[src/rtl/pc_next_pkg.sv]
package pc_next_pkg;
  // Selection strobes from control to datapath
  typedef struct packed {
    logic selReg;
    logic selJump;
    logic selBranch;
    logic linkWe;
  } pcSelT;
endpackage

[src/rtl/pc_next_ctrl.sv]
module pc_next_ctrl
  import pc_next_pkg::*;
(
  input  logic  clk,
  input  logic  rst,
  input  logic  regsEqual,
  input  logic  reqBrEq,
  input  logic  reqBrNe,
  input  logic  reqJump,
  input  logic  reqJumpLink,
  input  logic  reqJumpReg,
  output pcSelT sel
);
  logic branchTaken;
  logic anyJump;

  assign branchTaken = (reqBrEq & regsEqual) | (reqBrNe & ~regsEqual);
  assign anyJump     = reqJump | reqJumpLink;

  always_comb begin
    sel.selReg    = reqJumpReg;
    sel.selJump   = ~reqJumpReg & anyJump;
    sel.selBranch = ~reqJumpReg & ~anyJump & branchTaken;
    sel.linkWe    = reqJumpLink & ~reqJumpReg;
  end

  // at most one source wins
  p_one_source_r9: assert property (@(posedge clk) disable iff (rst)
    $onehot0({sel.selReg, sel.selJump, sel.selBranch}));

  // register jump masks the link write
  p_jr_masks_link_r9: assert property (@(posedge clk) disable iff (rst)
    reqJumpReg |-> !sel.linkWe);

  // a branch never wins when its condition fails
  p_branch_cond_r3: assert property (@(posedge clk) disable iff (rst)
    (reqBrEq && !reqBrNe && !regsEqual) |-> !sel.selBranch);
  p_branch_cond_r4: assert property (@(posedge clk) disable iff (rst)
    (reqBrNe && !reqBrEq && regsEqual) |-> !sel.selBranch);
endmodule

[src/rtl/pc_next_dp.sv]
module pc_next_dp
  import pc_next_pkg::*;
#(
  parameter int          ADDR_W    = 32,
  parameter int          OFF_W     = 16,
  parameter int          TGT_W     = 26,
  parameter logic [31:0] RESET_VEC = 32'h0
) (
  input  logic              clk,
  input  logic              rst,
  input  pcSelT             sel,
  input  logic [OFF_W-1:0]  offsetField,
  input  logic [TGT_W-1:0]  targetField,
  input  logic [ADDR_W-1:0] regValue,
  output logic [ADDR_W-1:0] pc,
  output logic [ADDR_W-1:0] linkAddr
);
  localparam int REGION_W = ADDR_W - TGT_W - 2;
  localparam int EXT_W    = ADDR_W - OFF_W - 2;

  logic [ADDR_W-1:0] pcQ, seqPc, branchPc, jumpPc, nextPc;

  assign seqPc    = pcQ + ADDR_W'(4);
  assign branchPc = seqPc + {{EXT_W{offsetField[OFF_W-1]}}, offsetField, 2'b00};
  assign jumpPc   = {seqPc[ADDR_W-1 -: REGION_W], targetField, 2'b00};

  always_comb begin
    nextPc = seqPc;
    if (sel.selReg)         nextPc = regValue;
    else if (sel.selJump)   nextPc = jumpPc;
    else if (sel.selBranch) nextPc = branchPc;
  end

  always_ff @(posedge clk) begin
    if (rst) pcQ <= RESET_VEC[ADDR_W-1:0];
    else     pcQ <= nextPc;
  end

  assign pc       = pcQ;
  assign linkAddr = seqPc;

  // sequential advance
  p_seq_step_r1: assert property (@(posedge clk) disable iff (rst)
    !(sel.selReg || sel.selJump || sel.selBranch) |=> pcQ == $past(pcQ) + ADDR_W'(4));

  // register jump lands on the operand
  p_reg_jump_r7: assert property (@(posedge clk) disable iff (rst)
    sel.selReg |=> pcQ == $past(regValue));

  // jump keeps the region of the incremented PC and is word aligned
  p_jump_region_r5: assert property (@(posedge clk) disable iff (rst)
    sel.selJump |=> (pcQ[ADDR_W-1 -: REGION_W] == $past(linkAddr[ADDR_W-1 -: REGION_W]))
                    && (pcQ[1:0] == 2'b00));

  // taken branch preserves word alignment relative to the old PC
  p_branch_align_r2: assert property (@(posedge clk) disable iff (rst)
    sel.selBranch |=> pcQ[1:0] == $past(pcQ[1:0]));
endmodule

[src/rtl/pc_next_unit.sv]
module pc_next_unit
  import pc_next_pkg::*;
#(
  parameter int          ADDR_W    = 32,
  parameter int          OFF_W     = 16,
  parameter int          TGT_W     = 26,
  parameter int          IDX_W     = 5,
  parameter int          LINK_REG  = 31,
  parameter logic [31:0] RESET_VEC = 32'h0
) (
  input  logic              clk,
  input  logic              rst,
  input  logic [OFF_W-1:0]  offsetField,
  input  logic [TGT_W-1:0]  targetField,
  input  logic [ADDR_W-1:0] regValue,
  input  logic              regsEqual,
  input  logic              reqBrEq,
  input  logic              reqBrNe,
  input  logic              reqJump,
  input  logic              reqJumpLink,
  input  logic              reqJumpReg,
  output logic [ADDR_W-1:0] pc,
  output logic [ADDR_W-1:0] linkAddr,
  output logic [IDX_W-1:0]  linkIdx,
  output logic              linkWe
);
  pcSelT sel;

  pc_next_ctrl ctrl_i (
    .clk(clk), .rst(rst), .regsEqual(regsEqual),
    .reqBrEq(reqBrEq), .reqBrNe(reqBrNe), .reqJump(reqJump),
    .reqJumpLink(reqJumpLink), .reqJumpReg(reqJumpReg), .sel(sel)
  );

  pc_next_dp #(
    .ADDR_W(ADDR_W), .OFF_W(OFF_W), .TGT_W(TGT_W), .RESET_VEC(RESET_VEC)
  ) dp_i (
    .clk(clk), .rst(rst), .sel(sel), .offsetField(offsetField),
    .targetField(targetField), .regValue(regValue),
    .pc(pc), .linkAddr(linkAddr)
  );

  assign linkIdx = IDX_W'(LINK_REG);
  assign linkWe  = sel.linkWe;

  // link write only on a jump-and-link request
  p_link_req_r6: assert property (@(posedge clk) disable iff (rst)
    linkWe |-> reqJumpLink);
endmodule

[config.mk]
export PLATFORM = sky130hd
export DESIGN_NAME = pc_next_unit
export DESIGN_NICKNAME = d
export VERILOG_FILES = /design/src/rtl/pc_next_pkg.sv /design/src/rtl/pc_next_ctrl.sv /design/src/rtl/pc_next_dp.sv /design/src/rtl/pc_next_unit.sv
export SDC_FILE = /design/constraint.sdc
export NUM_CORES = 1
export LEC_CHECK = 0
export BUFFER_PORTS_ARGS = -buffer_cell sky130_fd_sc_hd__clkbuf_2
export CELL_PAD_IN_SITES_DETAIL_PLACEMENT = 1
export CELL_PAD_IN_SITES_GLOBAL_PLACEMENT = 1
export CORE_ASPECT_RATIO = 1.5
export CORE_MARGIN = 2
export CORE_UTILIZATION = 36
export CTS_BUF_LIST = sky130_fd_sc_hd__clkbuf_4
export CTS_CLUSTER_DIAMETER = 120
export CTS_CLUSTER_SIZE = 30
export DETAILED_ROUTE_END_ITERATION = 10
export PLACE_DENSITY = 0.9
export SKIP_CTS_REPAIR_TIMING = 1
export SLEW_MARGIN = 25
export SYNTH_ARGS = -nofsm -noshare
export SYNTH_HDL_FRONTEND = slang
export SYNTH_SLANG_ARGS = --single-unit
[constraint.sdc]
create_clock -name clk -period 5 [get_ports clk]
set_input_delay 0.75 -clock clk [delete_from_list [all_inputs] [get_ports clk]]
set_output_delay 0.75 -clock clk [all_outputs]
set_load 0.05 [all_outputs]
==> summary.txt <==
STA
  – Final setup TNS: 0 ps
  – Max Clock Skew: roughly 18 ps
  – Final worst path period share: 0.832
  – Final Slew Violations: 0
  – Final hold slack: just under 600 ps
  – Rel. slew slack: 0.440
  – Tightest Pin Transition: 840 ps
  – Hold Vio Cnt, Final: 0
  – Achievable Freq: between 0.2 and 0.25 GHz
  – Min Tclk post-route: roughly 4200 ps
  – Final Setup Violations: 0
  – RSZ-0062 raised after global routing: false

Floorplan
  – Starting Density: 0.368
  – Row cnt: 46
  – Die width: slightly below 90 um
  – Die Span Y: 131 um
  – Core area: roughly 11,000 sq um
  – Die area: 11,700 sq um
  – IO Count: about 150

Yosys
  – Distinct cell type count after synthesis: 74
  – Mapped Area: approximately 3900 sq um
  – Post-synth EDFFs: 0
  – Most instantiated cells after synthesis: nand2_1, nor2_1, a21oi_1, ha_1, dfxtp_1
  – Sequential share of the synthesized area: 0.164
  – Post-synth top area cell: dfxtp_1
  – Asr flop ratio synth: 0
  – Post-synthesis register bit count: 32
  – Syn Area/Cell: 7.48 sq um
  – Ys Warns: 0
  – Area share of the largest cell type after synthesis: 0.164
  – Top FF cell, synth: dfxtp_1
  – Top cells by area, synth: dfxtp_1, ha_1, xnor2_1, nand2_1, nor2_1
  – Mapped Cells: around 520

Clock tree
  – Later-pin clock latency in the skew report: between 300 and 400 ps
  – CTS Root Cell: clkbuf_4
  – Max Buffers Root-to-Sink: 2
  – TritonCTS Buffers: 5
  – CTS tree: built
  – H-Tree Depth: 2
  – Clk sinks: 32
  – Clk slew on worst S/H paths: ~140 ps

Power
  – Peak supply drop: approximately 0.11 mV
  – Pwr dens: between 200 and 250 nW/um^2
  – Power Total: ~1.1 mW
  – Leak Pwr: 2.29 nW

Job
  – Max Cap Violations: 0

Worst setup path
  – Critical Path Start Type: flop
  – CP Capture Type: flop
  – Worst-path maximum fanout: 7
  – WP data arrival: around 4500 ps
  – Required time of the worst setup path: roughly 5300 ps
  – Crit Path Class: flop to flop

GRT
  – First-pass GRT wire length: 26,300 um
  – Total grt overflow: 0
  – Largest net degree at the start of global routing: 33
  – Total GRT Usage: 0.289
  – Vias in the first global route: 5,187
  – Antenna violations before repair: 1

Final layout
  – Area of the multi-input gates: slightly above 3000 sq um
  – Share of layout cells above drive strength 1: 0.269
  – Fill count: around 1,400
  – Area Growth Syn to Fin: 23.3%
  – Max reg flops: 32
  – Final #Nets: ~770
  – Sequential Area: between 600 and 700 sq um

Worst hold path
  – Type of the worst min-delay path: input port to flop

Placement
  – I/O Buffers: ~150
  – GP Congestion: about 0.94
  – Post-DP HPWL: approximately 13,000 um

Drt
  – Routed len/inst: 21.1 um
  – Remaining antenna violation count: 0
  – Mean number of vias per cell: slightly below 6
  – Number of remaining DRC errors: 0
  – Vias: 4,770
  – DRT iter0 DRCs: 188
  – 1st-pass router iterations: 4
  – DRT Wirelength: between 15,000 and 20,000 um

Run status
  – Status: completed
## logic make-up after synthesis
| family | Yosys count | share of synthesized area |
|---|---|---|
| compound gates | 170 | 0.304 |
| flops | 32 | 0.164 |
| xor+xnor | 47 | 0.108 |
| fa+ha+maj | 37 | 0.121 |
| mux | 2 | 0.00546 |
| simple gates | 187 | 0.244 |
| buf+inv | 45 | 0.0530 |
| other cells | 1 | 0.000962 |
## cell usage in the layout (no fill, tap or decap), types with 3 or more instances in the layout
cell type / instances
clkbuf_2: 146
nand2_1: 57
nor2_1: 56
a21oi_1: 41
ha_1: 36
dfxtp_1: 32
xnor2_1: 29
nand3_1: 18
xor2_1: 17
a21o_1: 17
o21ai_0: 15
inv_1: 14
nand4_1: 10
o211ai_1: 8
a22oi_1: 8
a221oi_1: 8
a311oi_1: 8
a211oi_1: 7
o22ai_1: 7
or3_1: 7
nor3_1: 6
o21ai_1: 6
clkbuf_4: 6
buf_4: 6
and4_1: 5
a221o_1: 5
conb_1: 5
and3_1: 4
o21bai_1: 4
a31oi_1: 4
o32ai_1: 3
o21a_1: 3
## final timing paths
| kind | startpoint | end | slack (ps) | cells after the start |
|---|---|---|---|---|
| worst max-delay path | dp_i.pc[2] | dp_i.pc[27] | 840 | 14 |
| worst min register to register | dp_i.pc[1] | dp_i.pc[1] | 700 | 3 |
| worst max register to register | dp_i.pc[2] | dp_i.pc[27] | 840 | 14 |
| worst min-delay path | regValue[4] | dp_i.pc[4] | 590 | 2 |
## per-stage QoR
stage | cells | worst slack [ps] | utilization | area (sq um)
after global routing | 799 | 597 | 0.454 | 4800
after global placement | 790 | 1010 | 0.446 | 4720
after CTS | 798 | 852 | 0.453 | 4800
final | 799 | 840 | 0.454 | 4800
after floorplan | 525 | 133 | - | 3910
after detailed placement | 790 | 848 | 0.446 | 4720
## worst max-delay path, cell delays in order, from the launching register on
cell and delay, ps:
dfxtp_1 400, ha_1 240, nand2_1 150, nor4_4 650, nand3_1 180, xnor2_1 270
ha_1 370, a21o_1 210, or3_1 300, a311oi_1 250, and3_4 250, a211o_2 160
a311oi_1 110, or4_1 480, o221ai_1 80
## layout make-up
type	count	area share
antenna	1	0.000521
clock buffer	6	0.00937
clock inverter	2	0.00729
inverter	14	0.0109
multi-input combinational	448	0.640
sequential	32	0.133
tap	144	0.0375
timing repair buffer	152	0.161
## power breakdown
part	leakage, nW	internal [mW]	switching (mW)	total (mW)
logic	1.98	0.196	0.424	0.621
registers	0.266	0.275	0.0263	0.301
clock network	0.0457	0.110	0.114	0.224
## per-layer routing
metal  vias to the layer above  GRT usage  routed length (um)
met4                         0      0.201                1160
met3                        78     0.0540                1030
li1                       2210          -                   -
met1                      2274      0.292                5850
met2                       208      0.509                8790
met5                         -          0                   0
Power figures use the tool's default switching activity.
